$ cat src/rtl/pwrseq_pkg.sv
package pwrseq_pkg;

  typedef enum logic [3:0] {
    ST_G3   = 4'd0,
    ST_S5   = 4'd1,
    ST_S3   = 4'd2,
    ST_S0   = 4'd3,
    ST_G3S5 = 4'd4,
    ST_S5S3 = 4'd5,
    ST_S3S0 = 4'd6,
    ST_S0S3 = 4'd7,
    ST_S3S5 = 4'd8,
    ST_S5G3 = 4'd9
  } pstate_t;

  // step index inside a transition state
  typedef enum logic [2:0] {
    PH_0, PH_1, PH_2, PH_3, PH_4, PH_5, PH_6
  } phase_t;

  function automatic int max2(input int a, input int b);
    return (a > b) ? a : b;
  endfunction

endpackage

$ cat src/rtl/pwrseq_delay.sv
module pwrseq_delay #(
  parameter int CW = 8
) (
  input  logic          clk,
  input  logic          rst_n,
  input  logic          tick,
  input  logic          load,
  input  logic [CW-1:0] load_val,
  output logic          expired
);

  logic [CW-1:0] cnt_q;

  // a load wins over a coincident tick
  always_ff @(posedge clk) begin
    if (!rst_n)                   cnt_q <= '0;
    else if (load)                cnt_q <= load_val;
    else if (tick && cnt_q != '0) cnt_q <= cnt_q - 1'b1;
  end

  assign expired = (cnt_q == '0);

endmodule

$ cat src/rtl/pwrseq_wdog_filter.sv
module pwrseq_wdog_filter #(
  parameter int SYNC_STAGES = 2
) (
  input  logic clk,
  input  logic rst_n,
  input  logic wd_in_n,
  input  logic arm,
  input  logic pgood,
  output logic req
);

  logic [SYNC_STAGES-1:0] sync_q;
  logic                   prev_q;

  for (genvar g = 0; g < SYNC_STAGES; g++) begin : g_sync
    if (g == 0) begin : g_first
      always_ff @(posedge clk) begin
        if (!rst_n) sync_q[g] <= 1'b1;
        else        sync_q[g] <= wd_in_n;
      end
    end else begin : g_next
      always_ff @(posedge clk) begin
        if (!rst_n) sync_q[g] <= 1'b1;
        else        sync_q[g] <= sync_q[g-1];
      end
    end
  end

  always_ff @(posedge clk) begin
    if (!rst_n) begin
      prev_q <= 1'b1;
      req    <= 1'b0;
    end else begin
      prev_q <= sync_q[SYNC_STAGES-1];
      req    <= arm && pgood && prev_q && !sync_q[SYNC_STAGES-1];
    end
  end

endmodule

$ cat src/rtl/pwrseq_fsm.sv
module pwrseq_fsm
  import pwrseq_pkg::*;
#(
  parameter int CW            = 14,
  parameter int PULSE_MS      = 50,
  parameter int PG_TIMEOUT_MS = 300,
  parameter int RST_HOLD_MS   = 2,
  parameter int WDOG_HOLD_MS  = 3,
  parameter int FORCE_RST_MS  = 10000,
  parameter int POLL_MS       = 100,
  parameter int POLL_TRIES    = 40
) (
  input  logic          clk,
  input  logic          rst_n,
  input  logic          pgood,
  input  logic          ap_suspend,
  input  logic          force_off_req,
  input  logic          power_on_req,
  input  logic          charger_ready,
  input  logic          low_batt,
  input  logic          tmr_expired,
  output logic          tmr_load,
  output logic [CW-1:0] tmr_val,
  output logic          pmic_en_n,
  output logic          pmic_force_rst_n,
  output logic          pmic_wdog_n,
  output logic          ap_rst_n,
  output logic          wd_arm,
  output logic [3:0]    state_o
);

  localparam int TRW = $clog2(POLL_TRIES + 1) < 1 ? 1 : $clog2(POLL_TRIES + 1);

  pstate_t        st_q, st_n;
  phase_t         ph_q, ph_n;
  logic           en_q, en_n, frc_q, frc_n, wdg_q, wdg_n, apr_q, apr_n, arm_q, arm_n;
  logic           forcing_q, forcing_n, retry_q, retry_n, apdown_q, apdown_n, pend_q, pend_n;
  logic [TRW-1:0] tries_q, tries_n;

  always_comb begin
    st_n      = st_q;
    ph_n      = ph_q;
    en_n      = en_q;
    frc_n     = frc_q;
    wdg_n     = wdg_q;
    apr_n     = apr_q;
    arm_n     = arm_q;
    forcing_n = forcing_q || force_off_req;
    retry_n   = retry_q;
    apdown_n  = apdown_q;
    tries_n   = tries_q;
    pend_n    = pend_q || power_on_req;
    tmr_load  = 1'b0;
    tmr_val   = '0;

    unique case (st_q)
      ST_G3: begin
        if (pgood) begin
          st_n = ST_S5G3; ph_n = PH_0;
        end else if (pend_q) begin
          pend_n = 1'b0;
          st_n = ST_G3S5; ph_n = PH_0;
        end
      end

      ST_G3S5: begin
        unique case (ph_q)
          PH_0: begin
            forcing_n = 1'b0;
            tries_n   = '0;
            ph_n      = PH_1;
          end
          PH_1: begin
            if (charger_ready) begin
              if (low_batt) begin
                forcing_n = 1'b1;
                st_n = ST_G3; ph_n = PH_0;
              end else begin
                frc_n = 1'b1;
                st_n = ST_S5; ph_n = PH_0;
              end
            end else if (tries_q == TRW'(POLL_TRIES)) begin
              forcing_n = 1'b1;
              st_n = ST_G3; ph_n = PH_0;
            end else begin
              tmr_load = 1'b1;
              tmr_val  = CW'(POLL_MS);
              tries_n  = tries_q + 1'b1;
              ph_n     = PH_2;
            end
          end
          PH_2: if (tmr_expired) ph_n = PH_1;
          default: ph_n = PH_0;
        endcase
      end

      ST_S5: begin
        if (apdown_q) begin
          apdown_n = 1'b0;
          st_n = ST_S5G3; ph_n = PH_0;
        end else if (!forcing_q) begin
          retry_n = 1'b1;
          st_n = ST_S5S3; ph_n = PH_0;
        end else if (!pgood) begin
          st_n = ST_S5G3; ph_n = PH_0;
        end else begin
          en_n = 1'b0;              // long press
        end
      end

      ST_S5S3: begin
        unique case (ph_q)
          PH_0: begin
            en_n = 1'b1;
            if (pgood) ph_n = PH_4;
            else begin
              tmr_load = 1'b1; tmr_val = CW'(PULSE_MS); ph_n = PH_1;
            end
          end
          PH_1: if (tmr_expired) begin
            en_n = 1'b0;
            tmr_load = 1'b1; tmr_val = CW'(PULSE_MS); ph_n = PH_2;
          end
          PH_2: if (tmr_expired) begin
            en_n = 1'b1;
            tmr_load = 1'b1; tmr_val = CW'(PG_TIMEOUT_MS); ph_n = PH_3;
          end
          PH_3: begin
            if (pgood) ph_n = PH_4;
            else if (tmr_expired) begin
              if (retry_q) begin
                retry_n = 1'b0; ph_n = PH_0;
              end else begin
                st_n = ST_S5G3; ph_n = PH_0;
              end
            end
          end
          PH_4: begin
            wdg_n = 1'b1;
            ph_n  = PH_5;
          end
          PH_5: begin
            apr_n = 1'b1;
            arm_n = 1'b1;
            tmr_load = 1'b1; tmr_val = CW'(RST_HOLD_MS); ph_n = PH_6;
          end
          PH_6: if (tmr_expired) begin
            st_n = ST_S3; ph_n = PH_0;
          end
          default: ph_n = PH_0;
        endcase
      end

      ST_S3: begin
        if (!pgood || forcing_q) begin
          st_n = ST_S3S5; ph_n = PH_0;
        end else if (!ap_suspend) begin
          st_n = ST_S3S0; ph_n = PH_0;
        end
      end

      ST_S3S0: begin
        if (!pgood) forcing_n = 1'b1;
        st_n = pgood ? ST_S0 : ST_S0S3;
        ph_n = PH_0;
      end

      ST_S0: begin
        if (!pgood || forcing_q || ap_suspend) begin
          st_n = ST_S0S3; ph_n = PH_0;
        end
      end

      ST_S0S3: begin
        st_n = ST_S3; ph_n = PH_0;
      end

      ST_S3S5: begin
        unique case (ph_q)
          PH_0: begin
            if (!pgood) apdown_n = 1'b1;
            arm_n = 1'b0;
            ph_n  = PH_1;
          end
          PH_1: begin
            apr_n = 1'b0;
            ph_n  = PH_2;
          end
          PH_2: begin
            wdg_n = 1'b0;
            tmr_load = 1'b1; tmr_val = CW'(WDOG_HOLD_MS); ph_n = PH_3;
          end
          PH_3: if (tmr_expired) begin
            st_n = ST_S5; ph_n = PH_0;
          end
          default: ph_n = PH_0;
        endcase
      end

      ST_S5G3: begin
        unique case (ph_q)
          PH_0: begin
            if (forcing_q) en_n = 1'b1;
            if (pgood) begin
              frc_n = 1'b0;
              tmr_load = 1'b1; tmr_val = CW'(FORCE_RST_MS); ph_n = PH_1;
            end else begin
              st_n = ST_G3; ph_n = PH_0;
            end
          end
          PH_1: if (tmr_expired) begin
            frc_n = 1'b1;
            ph_n  = PH_0;
          end
          default: ph_n = PH_0;
        endcase
      end

      default: begin
        st_n = ST_G3; ph_n = PH_0;
      end
    endcase
  end

  always_ff @(posedge clk) begin
    if (!rst_n) begin
      st_q      <= pgood ? ST_S5 : ST_G3;
      ph_q      <= PH_0;
      en_q      <= 1'b1;
      frc_q     <= 1'b1;
      wdg_q     <= 1'b1;
      apr_q     <= 1'b0;
      arm_q     <= 1'b0;
      forcing_q <= 1'b0;
      retry_q   <= 1'b0;
      apdown_q  <= 1'b0;
      pend_q    <= 1'b0;
      tries_q   <= '0;
    end else begin
      st_q      <= st_n;
      ph_q      <= ph_n;
      en_q      <= en_n;
      frc_q     <= frc_n;
      wdg_q     <= wdg_n;
      apr_q     <= apr_n;
      arm_q     <= arm_n;
      forcing_q <= forcing_n;
      retry_q   <= retry_n;
      apdown_q  <= apdown_n;
      pend_q    <= pend_n;
      tries_q   <= tries_n;
    end
  end

  assign pmic_en_n        = en_q;
  assign pmic_force_rst_n = frc_q;
  assign pmic_wdog_n      = wdg_q;
  assign ap_rst_n         = apr_q;
  assign wd_arm           = arm_q;
  assign state_o          = st_q;

endmodule

$ cat src/rtl/pwr_state_seq.sv
module pwr_state_seq
  import pwrseq_pkg::*;
#(
  parameter int PULSE_MS      = 50,
  parameter int PG_TIMEOUT_MS = 300,
  parameter int RST_HOLD_MS   = 2,
  parameter int WDOG_HOLD_MS  = 3,
  parameter int FORCE_RST_MS  = 10000,
  parameter int POLL_MS       = 100,
  parameter int POLL_TRIES    = 40,
  parameter int SYNC_STAGES   = 2
) (
  input  logic       clk,
  input  logic       rst_n,
  input  logic       ms_tick,
  input  logic       pgood,
  input  logic       ap_suspend,
  input  logic       force_off_req,
  input  logic       power_on_req,
  input  logic       charger_ready,
  input  logic       low_batt,
  input  logic       ap_wdog_n,
  output logic       pmic_en_n,
  output logic       pmic_force_rst_n,
  output logic       pmic_wdog_n,
  output logic       ap_rst_n,
  output logic       wdog_reset_req,
  output logic [3:0] state_o
);

  localparam int MAX_DLY = max2(max2(max2(PULSE_MS, PG_TIMEOUT_MS),
                                     max2(RST_HOLD_MS, WDOG_HOLD_MS)),
                                max2(max2(FORCE_RST_MS, POLL_MS), 1));
  localparam int CW = $clog2(MAX_DLY + 1);

  logic          tmr_load, tmr_expired, wd_arm;
  logic [CW-1:0] tmr_val;

  pwrseq_delay #(.CW(CW)) u_delay (
    .clk      (clk),
    .rst_n    (rst_n),
    .tick     (ms_tick),
    .load     (tmr_load),
    .load_val (tmr_val),
    .expired  (tmr_expired)
  );

  pwrseq_fsm #(
    .CW            (CW),
    .PULSE_MS      (PULSE_MS),
    .PG_TIMEOUT_MS (PG_TIMEOUT_MS),
    .RST_HOLD_MS   (RST_HOLD_MS),
    .WDOG_HOLD_MS  (WDOG_HOLD_MS),
    .FORCE_RST_MS  (FORCE_RST_MS),
    .POLL_MS       (POLL_MS),
    .POLL_TRIES    (POLL_TRIES)
  ) u_fsm (
    .clk              (clk),
    .rst_n            (rst_n),
    .pgood            (pgood),
    .ap_suspend       (ap_suspend),
    .force_off_req    (force_off_req),
    .power_on_req     (power_on_req),
    .charger_ready    (charger_ready),
    .low_batt         (low_batt),
    .tmr_expired      (tmr_expired),
    .tmr_load         (tmr_load),
    .tmr_val          (tmr_val),
    .pmic_en_n        (pmic_en_n),
    .pmic_force_rst_n (pmic_force_rst_n),
    .pmic_wdog_n      (pmic_wdog_n),
    .ap_rst_n         (ap_rst_n),
    .wd_arm           (wd_arm),
    .state_o          (state_o)
  );

  pwrseq_wdog_filter #(.SYNC_STAGES(SYNC_STAGES)) u_wdog (
    .clk     (clk),
    .rst_n   (rst_n),
    .wd_in_n (ap_wdog_n),
    .arm     (wd_arm),
    .pgood   (pgood),
    .req     (wdog_reset_req)
  );

endmodule

$ cat config.mk
export PLATFORM = sky130hd
export DESIGN_NAME = pwr_state_seq
export DESIGN_NICKNAME = d
export VERILOG_FILES = /design/src/rtl/pwrseq_pkg.sv /design/src/rtl/pwrseq_delay.sv /design/src/rtl/pwrseq_wdog_filter.sv /design/src/rtl/pwrseq_fsm.sv /design/src/rtl/pwr_state_seq.sv
export SDC_FILE = /design/constraint.sdc
export NUM_CORES = 1
export LEC_CHECK = 0
export BUFFER_PORTS_ARGS = -buffer_cell sky130_fd_sc_hd__buf_2
export CORE_MARGIN = 5
export CORE_UTILIZATION = 60
export DETAILED_ROUTE_END_ITERATION = 10
export PLACE_DENSITY = 0.79
export SLEW_MARGIN = 20
export SYNTH_ARGS = -nofsm -noshare
export SYNTH_HDL_FRONTEND = slang
export SYNTH_SLANG_ARGS = --single-unit
export TNS_END_PERCENT = 1
$ cat constraint.sdc
create_clock -name clk -period 4.95 [get_ports clk]
set_input_delay 0.2475 -clock clk [delete_from_list [all_inputs] [get_ports clk]]
set_output_delay 0.2475 -clock clk [all_outputs]
set_load 0.005 [all_outputs]
==> metrics.md, run 1 <==
| Metric | Value |
|---|---|
| Outcome | `finished, final reports clean` |
| Root buffer cell | `clkbuf_8` |
| Met1 Wirelength | `2850 um` |
| Reg-to-Reg End | `u_fsm.state_o[2]$_SDFFCE_PN0P_` |
| Synth Area in Simple Gates | `32.3%` |
| CTS H-tree lvls | `2` |
| Met2 wire length | `3060 um` |
| Placed Instance Area | `2740 um^2` |
| Via density | `6.42` |
| Mux contribution to synthesized area | `1.12%` |
| CTS tree | `built` |
| Max Used Layer | `met4` |
| Slew Limit Headroom | `40.8%` |
| Top cell type's share of synthesized area | `26.8%` |
| Hold Vio Cnt, Final | `0` |
| HP Class | `in -> reg` |
| Post-cts resize count | `0` |
| Worst-path fanout max | `20` |
| Gr ovfl total | `0` |
| Max-cap viol count | `0` |
| Cell count after synthesis | `349` |
| Cts bufs inserted | `5` |
| Vias | `2,593` |
| Largest net degree at the start of global routing | `36` |
| CP arrival | `2.63 ns` |
| Main synth FF type | `dfxtp_1` |
| Synth Area in Compound Gates | `23.3%` |
| Port bufs | `18` |
| Die width | `77.0 um` |
| Worst Skew | `0.00481 ns` |
| Buffers inserted by post-CTS timing repair | `0` |
| DRT iter0 DRCs | `191` |
| Setup CP Type | `reg -> reg` |
| Seq/Total Area, Yosys | `31.2%` |
| # diodes | `0` |
| Clock Sinks | `40` |
| Core area | `4350 um^2` |
| CP required | `4.87 ns` |
| Asr flop ratio synth | `0%` |
| Number of nets in the layout | `364` |
| Initial Util | `61.8%` |
| GRT Total Usage | `22.6%` |
| Post-Syn Area | `2690 um^2` |
| FP Rows | `24` |
| Syn avg cell area | `7.72 um^2` |
| Peak supply drop | `0.000385 V` |
| Final HPWL DP | `4600 um` |
| First-pass DRT Iterations | `6` |
| CTS Buffer Depth | `2` |
| Number of global-route vias before repair | `2,407` |
| Per-cell routed wire length | `16.0 um` |
| Routed WL | `6450 um` |
| Clock latency on the worst-skew pair | `0.29 ns` |
| Post-synth EDFFs | `4` |
| Antenna viol nets, final | `0` |
| Post-synth top area cell | `dfxtp_1` |
| Clock Pin Slew Worst Setup and Hold Paths | `0.08 ns` |
| R2R cell count | `6` |
| #FFs+latches synth | `40` |
| Die area | `5930 um^2` |
| CP endpoint | `u_fsm.state_o[2]$_SDFFCE_PN0P_` |
| Reg-to-reg startpoint | `u_fsm.state_o[1]$_SDFFCE_PN0P_` |
| Fraction of layout cells with a size suffix above 1 | `10.2%` |
| Worst Tran Pin Value | `0.887 ns` |
| Synth area leaders | `dfxtp_1, nor2_1, a21oi_1` |
| Unrepaired setup endpoints after global routing | `false` |
| Largest family of logic cells by synthesized area | `simple AND/OR/NAND/NOR gates` |
| R2R setup slack | `2.25 ns` |
| Final Setup Violations | `0` |
| Design Area, Final | `2840 um^2` |
| Global-route wire length before repair | `11,200 um` |
| Crit path launch type | `register` |
| Initial antenna violation count | `0` |
| Gp weighted congestion | `0.973` |
| Die height | `77.0 um` |
| Number of I/O pins | `19` |
| Setup TNS | `0 ns` |
| CTS Hold Buffers Added | `0` |
| Share of the clock period used by the worst path | `54.6%` |
| Post-route DRC violation count | `0` |
| Area growth, synth to finish | `5.30%` |
| Adder-Cell Fraction of Synth Area | `1.39%` |
| Fmax | `0.370 GHz` |
| Post-Syn Nets | `362` |
| Final min period | `2.70 ns` |
| CP Launch Point | `u_fsm.state_o[1]$_SDFFCE_PN0P_` |
| Post-Synth XOR/XNOR Area | `5.20%` |
| CP endpoint kind | `register` |
| Max Slew Vio Count | `0` |
| Leakage | `1.10 nW` |
| Pwr Density | `579 nW/um^2` |
| Synth cell types | `66` |
| Number of synthesis warnings | `0` |
| Met3 wire length | `406 um` |
[cells in the final DEF, fill, tap and decap left out, types with 11 or more instances in the layout]
master,synthesis,routed
dfxtp_1,36,36
xor2_1,11,11
a21oi_1,26,26
buf_2,3,18
nor3_1,14,14
nand3_1,16,16
nand2_1,33,33
o21ai_0,17,17
nor2_1,39,39
inv_1,11,11
[metrics by stage]
step / worst slack [ns] / util [%] / hold slack (ns) / power [W] / cells
after CTS: 2.29 / 65.1 / 0.129 / 0.00164 / 404
after global routing: 2.03 / 65.1 / 0.155 / 0.00179 / 404
after detailed placement: 2.30 / 63.0 / 0.401 / 0.00140 / 396
after floorplan: 2.69 / - / 0.349 / 0.00123 / 349
final: 2.25 / 65.1 / 0.135 / 0.00164 / 404
after global placement: 2.35 / 63.0 / 0.396 / 0.00139 / 396
[where the power goes]
group / switching [W] / internal [W] / total [W]
logic: 0.000491 / 0.000348 / 0.000839
registers: 0.000159 / 0.000417 / 0.000576
clock network: 0.000112 / 0.000114 / 0.000226
[registers in the layout, summed over array words and instances, names as in the netlist]
name and cells:
u_fsm.state_o 4, u_delay.cnt_q 14, u_fsm.forcing_q 1, u_fsm.pmic_wdog_n 1, u_fsm.wd_arm 1, u_wdog.sync_q 2
u_fsm.retry_q 1, u_wdog.prev_q 1, u_fsm.pmic_force_rst_n 1, u_fsm.ph_q 3, u_fsm.apdown_q 1, u_fsm.tries_q 6
u_fsm.pend_q 1, u_fsm.ap_rst_n 1, u_wdog.req 1, u_fsm.pmic_en_n 1
[layout make-up]
type	instances	area, um^2
multi-input cells	275	1710
fillers	398	1520
flip-flops and latches	40	841
repair buffers	18	90.1
clock buffers	7	86.3
well taps	52	65.1
inverters	11	41.3
clock inverters	1	6.26
[cell families after synthesis]
family                     Yosys count
AOI/OAI and AO/OA                   95
xor gates and xnor gates            16
adders and majority gates            3
buffers and inverters               34
DFF                                 40
muxes                                3
and+or+nand+nor                    158
[how the worst min path moves through the flow]
stage,from,to,cells past startpoint
2_1_floorplan,ap_wdog_n,u_wdog.sync_q[0]$_SDFF_PN1_,1
3_3_place_gp,u_wdog.sync_q[0]$_SDFF_PN1_,u_wdog.sync_q[1]$_SDFF_PN1_,1
6_report,ap_wdog_n,u_wdog.sync_q[0]$_SDFF_PN1_,2
5_1_grt,ap_wdog_n,u_wdog.sync_q[0]$_SDFF_PN1_,2
3_5_place_dp,u_wdog.sync_q[0]$_SDFF_PN1_,u_wdog.sync_q[1]$_SDFF_PN1_,1
4_1_cts,ap_wdog_n,u_wdog.sync_q[0]$_SDFF_PN1_,2
[critical path, stage by stage, from the launching register on]
cell and delay, ns:
edfxtp_1 0.75, and4bb_1 0.41, a21oi_1 0.20, nand2_1 0.07
o21ai_0 0.11, a21oi_1 0.10, o41ai_1 0.69
[cell usage after synthesis, types with 3 or more instances]
| cell | number |
|---|---|
| nor2_1 | 39 |
| dfxtp_1 | 36 |
| nand2_1 | 33 |
| a21oi_1 | 26 |
| o21ai_0 | 17 |
| nand3_1 | 16 |
| clkbuf_1 | 15 |
| nor3_1 | 14 |
| inv_1 | 11 |
| xor2_1 | 11 |
| nand2b_1 | 8 |
| nor2b_1 | 8 |
| nand4_1 | 6 |
| o211ai_1 | 6 |
| nor4_1 | 5 |
| o21ai_1 | 5 |
| o31ai_1 | 5 |
| xnor2_1 | 5 |
| a31oi_1 | 4 |
| and3_1 | 4 |
| edfxtp_1 | 4 |
| o22ai_1 | 4 |
| a32o_1 | 3 |
| and2_1 | 3 |
| buf_2 | 3 |
| ha_1 | 3 |
| mux2i_1 | 3 |
| nor4b_2 | 3 |
| o211a_1 | 3 |
[layer usage]
metal	track usage (%)	up-vias
li1	-	1283
met4	8.25	0
met2	35.1	106
met3	3.98	13
met5	0	-
met1	31.3	1191
Power figures use the tool's default switching activity.
==> run 2: changes to the inputs <==
Clock period 4.95 ns to 2.8 ns, I/O delays scaled along.
==> run 2 against run 1 <==
  * Clock power up 58%
  * Global-route usage up 0.44 points
  * Critical path type unchanged
  * Combinational power up 93%
  * Register-to-register slack worse by 2.0 ns
  * Clock-buffer cell count down 1
  * Die area unchanged
  * First-iteration DRC count up 6.3%
  * Wire length up 1.7%
  * Via count up 0.66%
  * Sequential share of layout area down 0.69 points
  * Sequential power up 63%
  * Largest power group unchanged
  * Largest cell class unchanged
  * Non-clock buffer count up 11
==> metrics.md, run 2 (synthesized netlist as in run 1, its figures left out) <==
| Metric | Value |
|---|---|
| Die width | `77.0 um (unchanged)` |
| Fraction of layout cells with a size suffix above 1 | `12.7% (was 10.2%)` |
| Final HPWL DP | `4820 um (was 4600 um)` |
| Gr ovfl total | `0 (unchanged)` |
| Total chip power | `0.00291 W (was 0.00164 W)` |
| Number of global-route vias before repair | `2,414 (was 2,407)` |
| Combinational power share | `55.6% (was 51.1%)` |
| Number of nets in the layout | `375 (was 364)` |
| Vias | `2,610 (was 2,593)` |
| Pint | `0.00157 W (was 0.000879 W)` |
| Share of the clock period used by the worst path | `90.5% (was 54.6%)` |
| HP Class | `in -> reg (unchanged)` |
| Setup TNS | `0 ns (unchanged)` |
| CP Launch Point | `u_delay.cnt_q[0]$_SDFFE_PN0P_ (was u_fsm.state_o[1]$_SDFFCE_PN0P_)` |
| Final min period | `2.53 ns (was 2.70 ns)` |
| Max-cap viol count | `0 (unchanged)` |
| Crit path launch type | `register (unchanged)` |
| Max reg flops | `14 (unchanged)` |
| Largest net degree at the start of global routing | `36 (unchanged)` |
| CP arrival | `2.71 ns (was 2.63 ns)` |
| Commonest non-fill, non-tap cell in the layout | `nor2_1 (unchanged)` |
| Port bufs | `18 (unchanged)` |
| Die area | `5930 um^2 (unchanged)` |
| Post-cts resize count | `0 (unchanged)` |
| GRT Total Usage | `23.0% (was 22.6%)` |
| Max Slew Vio Count | `0 (unchanged)` |
| FP Rows | `24 (unchanged)` |
| Hold Path Depth | `2 (unchanged)` |
| Number of I/O pins | `19 (unchanged)` |
| Worst slack at placement | `0.291 ns (was 2.30 ns)` |
| Via density | `6.30 (was 6.42)` |
| First-pass DRT Iterations | `5 (was 6)` |
| CP endpoint kind | `register (unchanged)` |
| Fin cells | `414 (was 404)` |
| Antenna viol nets, final | `0 (unchanged)` |
| Worst Skew | `0.00624 ns (was 0.00481 ns)` |
| Initial Util | `61.8% (unchanged)` |
| Gp weighted congestion | `0.960 (was 0.973)` |
| Slew Limit Headroom | `54.1% (was 40.8%)` |
| Worst-path fanout max | `14 (was 20)` |
| Fmax | `0.395 GHz (was 0.370 GHz)` |
| Reg-to-Reg End | `u_delay.cnt_q[1]$_SDFFE_PN0P_ (was u_fsm.state_o[2]$_SDFFCE_PN0P_)` |
| Buffers inserted by post-CTS timing repair | `0 (unchanged)` |
| Global-route wire length before repair | `11,500 um (was 11,200 um)` |
| Worst Tran Pin Value | `0.683 ns (was 0.887 ns)` |
| Flop pwr share | `32.1% (was 35.1%)` |
| Die height | `77.0 um (unchanged)` |
| Clock power frac | `12.3% (was 13.8%)` |
| CTS Buffer Depth | `2 (unchanged)` |
| Most frequent cells in the layout | `nor2_1, dfxtp_1, nand2_1 (unchanged)` |
| CTS Hold Buffers Added | `0 (unchanged)` |
| Leakage | `1.15 nW (was 1.10 nW)` |
| Area growth, synth to finish | `7.81% (was 5.30%)` |
| Core area | `4350 um^2 (unchanged)` |
| CP endpoint | `u_delay.cnt_q[1]$_SDFFE_PN0P_ (was u_fsm.state_o[2]$_SDFFCE_PN0P_)` |
| R2R setup slack | `0.27 ns (was 2.25 ns)` |
| Pwr Density | `1000 nW/um^2 (was 579 nW/um^2)` |
| Post-route DRC violation count | `0 (unchanged)` |
| CP required | `2.98 ns (was 4.87 ns)` |
| Per-cell routed wire length | `15.8 um (was 16.0 um)` |
| Outcome | `finished, final reports clean (unchanged)` |
| Setup WS post-layout | `0.266 ns (was 2.25 ns)` |
| CTS tree | `built (unchanged)` |
| Fillcell total | `382 (was 398)` |
| Clock Sinks | `40 (unchanged)` |
| Clock latency on the worst-skew pair | `0.29 ns (about the same)` |
| Root buffer cell | `clkbuf_8 (unchanged)` |
| Placed Instance Area | `2830 um^2 (was 2740 um^2)` |
| # diodes | `0 (unchanged)` |
| Routed WL | `6560 um (was 6450 um)` |
| Final Setup Violations | `0 (unchanged)` |
| Hold Vio Cnt, Final | `0 (unchanged)` |
| Sw Share | `46.0% (was 46.5%)` |
| Design Area, Final | `2900 um^2 (was 2840 um^2)` |
| R2R cell count | `8 (was 6)` |
| Reg with most FFs | `u_delay.cnt_q (unchanged)` |
| Reg-to-reg startpoint | `u_delay.cnt_q[0]$_SDFFE_PN0P_ (was u_fsm.state_o[1]$_SDFFCE_PN0P_)` |
| CTS H-tree lvls | `2 (unchanged)` |
| Sw Pwr | `0.00134 W (was 0.000763 W)` |
| Peak supply drop | `0.000522 V (was 0.000385 V)` |
| Clock Pin Slew Worst Setup and Hold Paths | `0.07 ns (was 0.08 ns)` |
| Cts bufs inserted | `5 (unchanged)` |
| Unrepaired setup endpoints after global routing | `false (unchanged)` |
| Post-Place Cells | `407 (was 396)` |
| Initial antenna violation count | `0 (unchanged)` |
| DRT iter0 DRCs | `203 (was 191)` |
| Setup CP Type | `reg -> reg (unchanged)` |
==> run 2: cell types whose count changed in the layout (fill, tap and decap cells not counted), sizes merged <==
cell | previous run | this run
clkbuf | 7 | 6
clkinv | 0 | 1
buf | 18 | 29
inv | 12 | 11
==> run 2: worst max-delay path, cell delays in order (launching register included) <==
cell and delay [ns]:
dfxtp_1 0.31, inv_1 0.10, ha_1 0.23, nor4b_2 0.34, nand4b_2 0.41, and2_1 0.47
nor2_1 0.18, a211oi_2 0.06, o41a_1 0.32
==> run 2: metal layers <==
| layer | vias up | share of wire [%] | global-route usage [%] |
|---|---|---|---|
| met5 | - | 0 | 0 |
| met4 | 0 | 1.7 | 7.73 |
| met3 | 11 | 5.6 | 4.57 |
| met2 | 83 | 47 | 37.2 |
| met1 | 1217 | 45 | 30.7 |
| li1 | 1299 | - | - |
==> run 2: worst min-delay path by stage <==
stage / from / to / slack, ns
detailed placement: ap_wdog_n / u_wdog.sync_q[0]$_SDFF_PN1_ / 0.34
CTS: ap_wdog_n / u_wdog.sync_q[0]$_SDFF_PN1_ / 0.04
floorplan: ap_wdog_n / u_wdog.sync_q[0]$_SDFF_PN1_ / 0.24
finish: ap_wdog_n / u_wdog.sync_q[0]$_SDFF_PN1_ / 0.04
global route: ap_wdog_n / u_wdog.sync_q[0]$_SDFF_PN1_ / 0.06
global placement: ap_wdog_n / u_wdog.sync_q[0]$_SDFF_PN1_ / 0.32
==> run 2: layout make-up <==
type                       count  area (um^2)  area share, %
clock buffer                   6         72.6           2.50
clock inverter                 1         5.00          0.172
inverter                      11         41.3           1.42
timing repair buffer          29          173           5.95
sequential                    40          841           29.0
tap                           52         65.1           2.24
multi-input combinational    275         1710           58.8
==> run 2: per-stage QoR <==
stage,utilization (%),hold slack [ns]
final,66.7,0.0385
after global routing,66.7,0.0627
after CTS,66.7,0.0363
after detailed placement,64.9,0.336
after global placement,64.9,0.323
after floorplan,-,0.241
==> run 2: power groups by stage <==
stage | combinational, W | clock [W] | sequential (W)
after floorplan | 0.00129 | 0 | 0.000881
after global placement | 0.00157 | 0 | 0.000936
after detailed placement | 0.00160 | 0 | 0.000945
after CTS | 0.00160 | 0.000370 | 0.000932
after global routing | 0.00181 | 0.000396 | 0.000960
final | 0.00162 | 0.000358 | 0.000937
==> run 3: changes to the inputs <==
Settings changed: CORE_ASPECT_RATIO from default to 0.9.
==> run 3 against run 2 <==
  * First-iteration DRC count up 83%
  * Core utilization up 0.14 points
  * Final cell count up 2.4%
  * Worst setup slack better by 0.034 ns
  * Clock power up 30%
  * Critical path depth unchanged
==> metrics.md, run 3 (synthesized netlist as in run 1, its figures left out) <==
| Metric | Value |
|---|---|
| Outcome | `finished, final reports clean (unchanged)` |
| Flop pwr share | `32.2% (was 32.1%)` |
| Worst Tran Pin Value | `0.734 ns (was 0.683 ns)` |
| Area growth, synth to finish | `9.25% (was 7.81%)` |
| CTS tree | `built (unchanged)` |
| Most frequent cells in the layout | `nor2_1, dfxtp_1, nand2_1 (unchanged)` |
| Final HPWL DP | `4730 um (was 4820 um)` |
| CP max-delay cell | `and2_1 (unchanged)` |
| DRT iter0 DRCs | `372 (was 203)` |
| Crit path launch type | `register (unchanged)` |
| CP arrival | `2.69 ns (was 2.71 ns)` |
| CP required | `2.99 ns (was 2.98 ns)` |
| Initial antenna violation count | `0 (unchanged)` |
| Number of nets in the layout | `374 (was 375)` |
| Reg-to-Reg End | `u_delay.cnt_q[1]$_SDFFE_PN0P_ (unchanged)` |
| Gr ovfl total | `0 (unchanged)` |
| Global-route wire length before repair | `11,100 um (was 11,500 um)` |
| Final Setup Violations | `0 (unchanged)` |
| CTS H-tree lvls | `2 (unchanged)` |
| Routed WL | `6640 um (was 6560 um)` |
| Fraction of layout cells with a size suffix above 1 | `13.0% (was 12.7%)` |
| WP buf/inv | `1 (unchanged)` |
| Die area | `5930 um^2 (about the same)` |
| Largest net degree at the start of global routing | `36 (unchanged)` |
| Sw Share | `44.6% (was 46.0%)` |
| Port bufs | `18 (unchanged)` |
| CP endpoint kind | `register (unchanged)` |
| Placed Instance Area | `2830 um^2 (about the same)` |
| Clock power frac | `15.5% (was 12.3%)` |
| Combinational power share | `52.4% (was 55.6%)` |
| Cell family contributing the most delay on the critical path | `simple AND/OR/NAND/NOR gates (unchanged)` |
| Clock latency on the worst-skew pair | `0.30 ns (was 0.29 ns)` |
| Initial Util | `61.2% (was 61.8%)` |
| Fillcell total | `371 (was 382)` |
| Worst Skew | `0.00982 ns (was 0.00624 ns)` |
| Hold Vio Cnt, Final | `0 (unchanged)` |
| HP Class | `in -> reg (unchanged)` |
| Hold Path Sink | `u_wdog.sync_q[0]$_SDFF_PN1_ (unchanged)` |
| # diodes | `0 (unchanged)` |
| Max-cap viol count | `0 (unchanged)` |
| Slew Limit Headroom | `51.0% (was 54.1%)` |
| Commonest non-fill, non-tap cell in the layout | `nor2_1 (unchanged)` |
| Max reg flops | `14 (unchanged)` |
| Max Slew Vio Count | `0 (unchanged)` |
| Hold Path Depth | `2 (unchanged)` |
| Post-cts resize count | `0 (unchanged)` |
| Min-delay src | `ap_wdog_n (unchanged)` |
| Die width | `80.6 um (was 77.0 um)` |
| Setup CP Type | `reg -> reg (unchanged)` |
| Post-Place Cells | `416 (was 407)` |
| R2R setup slack | `0.30 ns (was 0.27 ns)` |
| Unrepaired setup endpoints after global routing | `false (unchanged)` |
| Fmax | `0.400 GHz (was 0.395 GHz)` |
| Die height | `73.6 um (was 77.0 um)` |
| Core area | `4400 um^2 (was 4350 um^2)` |
| FP Rows | `23 (was 24)` |
| Sw Pwr | `0.00135 W (was 0.00134 W)` |
| Worst-path fanout max | `14 (unchanged)` |
| Number of global-route vias before repair | `2,371 (was 2,414)` |
| Design Area, Final | `2940 um^2 (was 2900 um^2)` |
| Vias | `2,656 (was 2,610)` |
| Buffers inserted by post-CTS timing repair | `0 (unchanged)` |
| GRT Total Usage | `23.7% (was 23.0%)` |
| R2R cell count | `8 (unchanged)` |
| Leakage | `1.16 nW (was 1.15 nW)` |
| Setup TNS | `0 ns (unchanged)` |
| Clock Pin Slew Worst Setup and Hold Paths | `0.08 ns (was 0.07 ns)` |
| CP Cell Sequence | `inv_1 -> ha_1 -> nor4b_2 -> nand4b_2 -> and2_1 -> nor2_1 -> a211oi_2 -> o41a_1 (unchanged)` |
| Via density | `6.26 (was 6.30)` |
| CTS Buffer Depth | `2 (unchanged)` |
| Pint | `0.00167 W (was 0.00157 W)` |
| Pwr Density | `1030 nW/um^2 (was 1000 nW/um^2)` |
| Final core occ | `66.8% (was 66.7%)` |
| Antenna viol nets, final | `0 (unchanged)` |
| First-pass DRT Iterations | `5 (unchanged)` |
| Clock Sinks | `40 (unchanged)` |
| Peak supply drop | `0.000560 V (was 0.000522 V)` |
| Share of the clock period used by the worst path | `89.3% (was 90.5%)` |
| Reg-to-reg startpoint | `u_delay.cnt_q[0]$_SDFFE_PN0P_ (unchanged)` |
| Worst path max stage delay | `0.47 ns (about the same)` |
| Per-cell routed wire length | `15.7 um (was 15.8 um)` |
| Post-route DRC violation count | `0 (unchanged)` |
| Root buffer cell | `clkbuf_8 (unchanged)` |
| Cts bufs inserted | `5 (unchanged)` |
| Gp weighted congestion | `0.945 (was 0.960)` |
| Final min period | `2.50 ns (was 2.53 ns)` |
| Reg with most FFs | `u_delay.cnt_q (unchanged)` |
| Number of I/O pins | `19 (unchanged)` |
| Fin cells | `424 (was 414)` |
| CTS Hold Buffers Added | `0 (unchanged)` |
==> run 3: worst max-delay path by stage <==
stage / to / start / slack (ns) / depth (start not counted)
5_1_grt: u_delay.cnt_q[1]$_SDFFE_PN0P_ / u_delay.cnt_q[0]$_SDFFE_PN0P_ / 0.18 / 8
3_5_place_dp: u_delay.cnt_q[1]$_SDFFE_PN0P_ / u_delay.cnt_q[0]$_SDFFE_PN0P_ / 0.35 / 8
4_1_cts: u_delay.cnt_q[1]$_SDFFE_PN0P_ / u_delay.cnt_q[0]$_SDFFE_PN0P_ / 0.35 / 8
6_report: u_delay.cnt_q[1]$_SDFFE_PN0P_ / u_delay.cnt_q[0]$_SDFFE_PN0P_ / 0.30 / 8
2_1_floorplan: u_fsm.state_o[0]$_DFFE_PP_ / u_fsm.ph_q[2]$_SDFFE_PN0P_ / 0.54 / 6
3_3_place_gp: u_delay.cnt_q[1]$_SDFFE_PN0P_ / u_delay.cnt_q[0]$_SDFFE_PN0P_ / 0.42 / 8
==> run 3: power by group through the flow <==
stage / clock network [W] / logic, W / registers [W]
CTS: 0.000480 / 0.00156 / 0.000965
global route: 0.000504 / 0.00175 / 0.00100
finish: 0.000467 / 0.00158 / 0.000972
detailed placement: 0 / 0.00155 / 0.000976
floorplan: 0 / 0.00129 / 0.000881
global placement: 0 / 0.00153 / 0.000972
==> run 3: layer usage <==
layer  global-route usage [%]  up-vias  wire length (um)
met5                        0        -                 0
met4                     5.44        0                86
met3                     5.39       13               539
met2                     36.8      125              2910
met1                     33.5     1219              3100
li1                         -     1299                 -
==> run 3: final cells by class <==
| type | instances | area, um^2 | area share (%) |
|---|---|---|---|
| multi-input cells | 275 | 1710 | 58.0 |
| flip-flops and latches | 40 | 841 | 28.6 |
| repair buffers | 28 | 165 | 5.61 |
| well taps | 62 | 77.6 | 2.64 |
| clock buffers | 5 | 68.8 | 2.34 |
| clock inverters | 3 | 42.5 | 1.45 |
| inverters | 11 | 41.3 | 1.40 |
==> run 3: stage by stage <==
stage	setup WS [ns]	total power (W)	hold slack (ns)
after detailed placement	0.353	0.00253	0.330
after CTS	0.345	0.00301	0.0196
after floorplan	0.537	0.00217	0.241
final	0.300	0.00302	0.0268
after global placement	0.425	0.00250	0.326
after global routing	0.175	0.00326	0.0329
